### config.mk
export PLATFORM = sky130hd
export DESIGN_NAME = univ_shreg
export DESIGN_NICKNAME = d
export VERILOG_FILES = /design/src/rtl/univ_shreg_pkg.sv /design/src/rtl/shreg_cell.sv /design/src/rtl/shreg_pad_ctrl.sv /design/src/rtl/univ_shreg.sv
export SDC_FILE = /design/constraint.sdc
export NUM_CORES = 1
export LEC_CHECK = 0
export BUFFER_PORTS_ARGS = -buffer_cell sky130_fd_sc_hd__buf_2
export CAP_MARGIN = 20
export CORE_MARGIN = 2
export CORE_UTILIZATION = 35
export DETAILED_ROUTE_END_ITERATION = 7
export PLACE_DENSITY = 0.77
export SLEW_MARGIN = 10
export SYNTH_ARGS = -nofsm -noshare
export SYNTH_HDL_FRONTEND = slang
export SYNTH_HIERARCHICAL = 1
export SYNTH_SLANG_ARGS = --single-unit
### constraint.sdc
create_clock -name clk_i -period 0.93 [get_ports clk_i]
set_input_delay 0.093 -clock clk_i [delete_from_list [all_inputs] [get_ports clk_i]]
set_output_delay 0.093 -clock clk_i [all_outputs]
set_load 0.02 [all_outputs]
### src/rtl/univ_shreg_pkg.sv
package univ_shreg_pkg;
  typedef enum logic [1:0] {
    MODE_HOLD = 2'b00,
    MODE_SHR  = 2'b01,
    MODE_SHL  = 2'b10,
    MODE_LOAD = 2'b11
  } mode_e;
endpackage

### src/rtl/shreg_cell.sv
module shreg_cell
  import univ_shreg_pkg::*;
(
  input  logic  clk_i,
  input  logic  rst_ni,
  input  mode_e mode_i,
  input  logic  from_lo_i,
  input  logic  from_hi_i,
  input  logic  par_i,
  output logic  q_o
);
  logic d;

  always_comb begin
    unique case (mode_i)
      MODE_SHR:  d = from_lo_i;
      MODE_SHL:  d = from_hi_i;
      MODE_LOAD: d = par_i;
      default:   d = q_o;
    endcase
  end

  always_ff @(posedge clk_i or negedge rst_ni) begin
    if (!rst_ni) q_o <= 1'b0;
    else         q_o <= d;
  end
endmodule

### src/rtl/shreg_pad_ctrl.sv
module shreg_pad_ctrl
  import univ_shreg_pkg::*;
#(
  parameter int WIDTH = 8
) (
  input  logic             oe_a_ni,
  input  logic             oe_b_ni,
  input  mode_e            mode_i,
  input  logic [WIDTH-1:0] q_i,
  output logic [WIDTH-1:0] pio_o,
  output logic [WIDTH-1:0] pio_oe_o
);
  logic drive;

  // load mode frees the terminals for incoming data
  assign drive = !oe_a_ni && !oe_b_ni && (mode_i != MODE_LOAD);

  for (genvar i = 0; i < WIDTH; i++) begin : g_pad
    assign pio_oe_o[i] = drive;
    assign pio_o[i]    = drive & q_i[i];
  end
endmodule

### src/rtl/univ_shreg.sv
module univ_shreg
  import univ_shreg_pkg::*;
#(
  parameter int WIDTH = 8
) (
  input  logic             clk_i,
  input  logic             rst_ni,
  input  logic [1:0]       mode_i,
  input  logic             oe_a_ni,
  input  logic             oe_b_ni,
  input  logic             ser_r_i,
  input  logic             ser_l_i,
  input  logic [WIDTH-1:0] pio_i,
  output logic [WIDTH-1:0] pio_o,
  output logic [WIDTH-1:0] pio_oe_o,
  output logic             end_a_o,
  output logic             end_h_o
);
  localparam int MSB = WIDTH - 1;

  mode_e            mode;
  logic [WIDTH-1:0] state_q;

  assign mode = mode_e'(mode_i);

  for (genvar i = 0; i < WIDTH; i++) begin : g_stage
    logic lo, hi;
    if (i == 0) begin : g_first
      assign lo = ser_r_i;
    end else begin : g_inner_lo
      assign lo = state_q[i-1];
    end
    if (i == MSB) begin : g_last
      assign hi = ser_l_i;
    end else begin : g_inner_hi
      assign hi = state_q[i+1];
    end

    shreg_cell u_cell (
      .clk_i    (clk_i),
      .rst_ni   (rst_ni),
      .mode_i   (mode),
      .from_lo_i(lo),
      .from_hi_i(hi),
      .par_i    (pio_i[i]),
      .q_o      (state_q[i])
    );
  end

  shreg_pad_ctrl #(.WIDTH(WIDTH)) u_pad (
    .oe_a_ni (oe_a_ni),
    .oe_b_ni (oe_b_ni),
    .mode_i  (mode),
    .q_i     (state_q),
    .pio_o   (pio_o),
    .pio_oe_o(pio_oe_o)
  );

  assign end_a_o = state_q[0];
  assign end_h_o = state_q[MSB];
endmodule

==> results.json, run 1 <==
{
  "outcome": "finished, violations left",
  "violations": "setup timing",
  "pwr-share-seq_pct": 40.1,
  "grt_max_degree": 9,
  "die_y_um": 42.2,
  "layout_common_cells": "21 x buf_6, 13 x buf_2, 8 x mux4_2, 8 x and2_4, 6 x dfrtp_1",
  "ios": 34,
  "via_per_inst": 5.00,
  "synthMuxAreaShare_pct": 35.3,
  "largest_reg_flops": 8,
  "critPathKind": "flop to output port",
  "synth_nets": 49,
  "mostFrequentLayoutCell": "buf_6",
  "startpoint": "g_stage[7].u_cell/q_o",
  "largestRegisters": "g_stage.u_cell/q_o x8",
  "vias": 420,
  "reg2reg_to": "g_stage[5].u_cell/q_o",
  "syn_to_final_growth_pct": 76.0,
  "ys.warnings.count": 6,
  "antennaDiodeCount": 0,
  "largest_register": "g_stage.u_cell/q_o",
  "first_iter_violations": 3,
  "hp-class": "input port to flop",
  "synth_seq_area_share_pct": 39.2,
  "rr_worst_depth": 1,
  "dieArea_um2": 1780,
  "portBuffers": 33,
  "cts_tree": "built",
  "yosys.area_share.simple_pct": 9.80,
  "n_fill_cell": 111,
  "critPathMaxFanout": 4,
  "finalSetupTns_ps": -1760,
  "cts-root-buf": "clkbuf_4",
  "cp.arrival_ps": 950,
  "drv_cap": 0,
  "syn-mean-instance-area_um2": 15.5,
  "firstDrtPassIters": 2,
  "p_per_area_nw_per_um2": 1420,
  "slew_headroom_pct": 83.7,
  "clk_pin_slew_ps": 50,
  "clock-sinks": 8,
  "cp.required_ps": 840,
  "hold_viol": 0,
  "synth_cell_type_count": 5,
  "fin_crit_ps": 1040,
  "syn_inst": 33,
  "internal_power_mw": 0.890,
  "timing.critical_path.to": "pio_o[7]",
  "wirelength_um": 1390,
  "rsz0062_at_grt": "true",
  "core_um2": 1330,
  "ant_nets": 0,
  "place.gp.congestion": 0.730,
  "p_sw_mw": 0.385,
  "p_leak_nw": 0.417,
  "syn_area_um2": 510,
  "grt_pass1_wl_um": 2340,
  "fin_skew_ps": 2.07,
  "wire_per_inst_um": 16.5,
  "fp-row-count": 13,
  "grtUsageTotal_pct": 18.3,
  "worst_slew_pin_slew_ps": 244,
  "ff2ff_setup_slack_ps": -100,
  "synth_xor_area_share_pct": 0,
  "worstReg2RegStart": "g_stage[6].u_cell/q_o",
  "cts_made_buffers": 3,
  "dp_hpwl_um": 935,
  "fin_crit_sh_pct": 112,
  "critPathCaptureType": "output port",
  "switching_share_pct": 30.2,
  "startpoint_type": "flop",
  "setup_viol": 24,
  "timing.hold.ws_ps": 159,
  "overflow": 0,
  "synth_top_family_by_area": "multiplexers",
  "synth_compound_area_share_pct": 3.92,
  "die_w_um": 42.2,
  "clockBufferDepth": 2,
  "cts_htree_levels": 1,
  "grt_pass1_vias": 492,
  "clock.fmax_mhz": 959,
  "combinationalPowerShare_pct": 39.1,
  "nets": 87,
  "insertion_delay_ps": 250,
  "drive_above_1_share_pct": 89.9,
  "synth_fa_ha_area_share_pct": 0,
  "antenna_found_initial": 0,
  "drc": 0,
  "slew_viol_final": 0,
  "clkPwrFrac_pct": 20.8,
  "peakVddDrop_uv": 761,
  "final.setup.worst_slack_ps": -113,
  "start_util_pct": 38.3,
  "synth_seq_cells": 8
}
==> cell usage after synthesis <==
cell	n	area (µm²)
dfrtp_1	8	200
mux4_2	8	180
and2_1	8	50.1
a211oi_4	1	20.0
buf_4	8	60.1
==> stage by stage <==
stage	util, %	setup slack, ps	cells	cell area (µm²)	total power [mW]
2_1_floorplan	-	-96.4	33	513	0.733
3_3_place_gp	50.9	-102	77	679	0.867
3_5_place_dp	50.9	-155	77	679	0.880
4_1_cts	64.9	-114	83	866	1.26
5_1_grt	67.4	-154	84	898	1.35
6_report	67.4	-113	84	898	1.28
==> area by class of cell <==
class	count	area, µm²	share of cell area (%)
Timing Repair Buffer	41	384	42.8
Sequential cell	8	203	22.6
Multi-Input combinational cell	17	270	30.1
Clock buffer	3	22.5	2.51
Tap cell	15	18.8	2.09
==> critical path, cell delays in order, from the launching register on <==
cell,delay [ps]
dfrtp_2,430
and2_4,150
buf_6,120
==> routing by layer <==
layer	vias up	part of all wire, %	global-route usage (%)
met1	207	36	20.1
met5	-	0	0
met3	0	7.7	9.05
li1	190	-	-
met2	23	56	32.6
met4	0	0	1.88
==> how the worst min path moves through the flow <==
stage | startpoint | to | depth (start not counted)
2_1_floorplan | rst_ni | g_stage[0].u_cell/q_o | 0
3_3_place_gp | rst_ni | g_stage[1].u_cell/q_o | 1
3_5_place_dp | rst_ni | g_stage[2].u_cell/q_o | 1
4_1_cts | pio_i[7] | g_stage[7].u_cell/q_o | 2
5_1_grt | ser_l_i | g_stage[7].u_cell/q_o | 2
6_report | pio_i[7] | g_stage[7].u_cell/q_o | 2
==> power groups by stage <==
stage | combinational, mW | sequential (mW) | clock, mW
CTS | 0.477 | 0.508 | 0.278
global placement | 0.365 | 0.502 | 0
global route | 0.527 | 0.528 | 0.300
floorplan | 0.236 | 0.496 | 0
detailed placement | 0.374 | 0.506 | 0
finish | 0.498 | 0.512 | 0.266
==> cell families after synthesis <==
group,after synthesis
multiplexers,8
flip-flops,8
AND/OR/NAND/NOR,8
buffers and inverters,8
AO/OA/AOI/OAI,1
==> what timing repair did <==
item,4_1_cts,5_1_grt
hold buffers,1,0
endpoints found under the hold margin,8,0
buffers inserted,2,1
gates resized for setup,45,7
pin swaps,1,1
setup endpoints to repair,26,26
Note: power is estimated with default switching activity, not from simulation.
==> run 2: changes to the inputs <==
--- a/config.mk
+++ b/config.mk
@@ -8,9 +8,9 @@
 export BUFFER_PORTS_ARGS = -buffer_cell sky130_fd_sc_hd__buf_2
 export CAP_MARGIN = 20
 export CORE_MARGIN = 2
-export CORE_UTILIZATION = 35
+export CORE_UTILIZATION = 39
 export DETAILED_ROUTE_END_ITERATION = 7
-export PLACE_DENSITY = 0.77
+export PLACE_DENSITY = 0.8
 export SLEW_MARGIN = 10
 export SYNTH_ARGS = -nofsm -noshare
 export SYNTH_HDL_FRONTEND = slang
==> constraint.sdc (replaced) <==
create_clock -name clk_i -period 0.96 [get_ports clk_i]
set_input_delay 0.096 -clock clk_i [delete_from_list [all_inputs] [get_ports clk_i]]
set_output_delay 0.096 -clock clk_i [all_outputs]
set_load 0.02 [all_outputs]
==> run 2 against run 1 <==
  * The run still ends with setup timing left
  * Sequential power fell by 4%
  * Sequential share of layout area is 1.8 points lower
  * Global-route usage up 1.7 points
  * Die area fell by 9.3%
  * Clock power decreased by 2%
  * Register-to-register slack got worse by 60 ps
  * Highest routed layer is now met4
==> results.json, run 2 (synthesis results as in run 1) <==
{
  "cts-root-buf": "clkbuf_4",
  "fin_util_pct": 77.0,
  "portBuffers": 33,
  "cp.required_ps": 860,
  "p_per_area_nw_per_um2": 1340,
  "switching_share_pct": 30.0,
  "wl_met1_um": 456,
  "place.gp.congestion": 0.760,
  "via_per_inst": 5.20,
  "internal_power_mw": 0.920,
  "final.setup.worst_slack_ps": -168,
  "clockBufferDepth": 2,
  "cp.arrival_ps": 1030,
  "mostFrequentLayoutCell": "buf_6",
  "critPathMaxFanout": 2,
  "critPathCaptureType": "output port",
  "fin_cells": 93,
  "timing.hold.ws_ps": 161,
  "ios": 34,
  "slew_headroom_pct": 78.1,
  "setup_viol": 26,
  "clk_pin_slew_ps": 60,
  "critPathKind": "flop to output port",
  "violations": "setup timing",
  "insertion_delay_ps": 250,
  "largestRegisters": "g_stage.u_cell/q_o x8",
  "p_leak_nw": 0.460,
  "total_power_mw": 1.31,
  "die_y_um": 40.2,
  "hp-class": "input port to flop",
  "largest_register": "g_stage.u_cell/q_o",
  "hold_viol": 0,
  "vias": 484,
  "placed_cells": 77,
  "ant_nets": 0,
  "antennaDiodeCount": 0,
  "dr_wl_met3_um": 99,
  "grt_pass1_vias": 409,
  "rsz0062_at_grt": "true",
  "start_util_pct": 40.2,
  "cts_tree": "built",
  "cts_made_buffers": 3,
  "grtUsageTotal_pct": 19.9,
  "fp-row-count": 13,
  "dr_wl_met2_um": 820,
  "finalSetupTns_ps": -1780,
  "fin_crit_ps": 1130,
  "cp_common_cell": "buf_6",
  "drc": 0,
  "top_layer_used": "met4",
  "firstDrtPassIters": 4,
  "outcome": "finished, violations left",
  "worst_slew_pin_slew_ps": 328,
  "clock-sinks": 8,
  "clkPwrFrac_pct": 20.0,
  "cts_htree_levels": 1,
  "wirelength_um": 1400,
  "pwr-share-seq_pct": 37.5,
  "grt_max_degree": 11,
  "nets": 96,
  "fin_crit_sh_pct": 117,
  "grt_pass1_wl_um": 1930,
  "path_cells": "buf_6, and2_4, buf_6",
  "first_iter_violations": 7,
  "wire_per_inst_um": 15.1,
  "worst_path_max_delay_cell": "dfrtp_2",
  "syn_to_final_growth_pct": 91.4,
  "overflow": 0,
  "die_w_um": 40.2,
  "max_stage_delay_ps": 410,
  "combinationalPowerShare_pct": 42.6,
  "drv_cap": 0,
  "dieArea_um2": 1610,
  "peakVddDrop_uv": 708,
  "dp_hpwl_um": 885,
  "drive_above_1_share_pct": 91.0,
  "p_sw_mw": 0.394,
  "layout_common_cells": "22 x buf_6, 12 x buf_4, 12 x buf_2, 8 x mux4_2, 8 x and2_4",
  "slew_viol_final": 0,
  "startpoint_type": "flop",
  "clock.fmax_mhz": 887,
  "largest_reg_flops": 8,
  "core_um2": 1270,
  "fin_skew_ps": 3.73,
  "antenna_found_initial": 0
}
==> run 2: power groups by stage <==
stage | Combinational [mW] | Clock [mW] | Sequential [mW]
floorplan | 0.229 | 0 | 0.481
global placement | 0.361 | 0 | 0.482
detailed placement | 0.368 | 0 | 0.489
CTS | 0.510 | 0.259 | 0.485
global route | 0.597 | 0.288 | 0.501
finish | 0.560 | 0.262 | 0.492
==> run 2: per-layer routing <==
layer  track usage (%)  up-vias
li1                  -      215
met1              22.1      231
met2              35.1       36
met3              1.67        2
met4              15.0        0
met5                 0        -
==> run 2: per-stage QoR <==
stage                     area, µm²  setup slack (ps)
after detailed placement        667              -221
after global placement          667              -157
final                           977              -168
after global routing            977              -196
after CTS                       887              -153
after floorplan                 513             -66.4
==> run 2: area by class of cell <==
| cell class | instances | area (µm²) |
|---|---|---|
| clock buffers | 3 | 22.5 |
| fillers | 74 | 292 |
| multi-input cells | 18 | 283 |
| flip-flops and latches | 8 | 203 |
| well taps | 15 | 18.8 |
| repair buffers | 49 | 450 |
==> run 2: worst paths after layout <==
path	start	end	slack, ps	cells past startpoint
setup / recovery	g_stage[7].u_cell/q_o	pio_o[7]	-170	3
hold / removal	pio_i[6]	g_stage[6].u_cell/q_o	160	2
setup reg to reg	g_stage[7].u_cell/q_o	g_stage[6].u_cell/q_o	-160	2
hold reg to reg	g_stage[2].u_cell/q_o	g_stage[2].u_cell/q_o	650	1
max in group asynchronous	rst_ni	g_stage[0].u_cell/q_o	560	2
min in group asynchronous	rst_ni	g_stage[4].u_cell/q_o	210	2
==> run 2: critical path, delay by kind of cell (launching register included) <==
kind / cells / cell delay [ps]
buf+inv: 2 / 240
simple gates: 1 / 120
flops: 1 / 410
==> run 2: what timing repair did <==
item | in CTS | in global routing
hold buffers | 1 | 0
pin swaps | 1 | 1
gates resized for setup | 51 | 6
cloned | 1 | 0
endpoints found under the hold margin | 8 | 0
endpoints found under the setup margin | 26 | 26
buffers inserted | 2 | 9
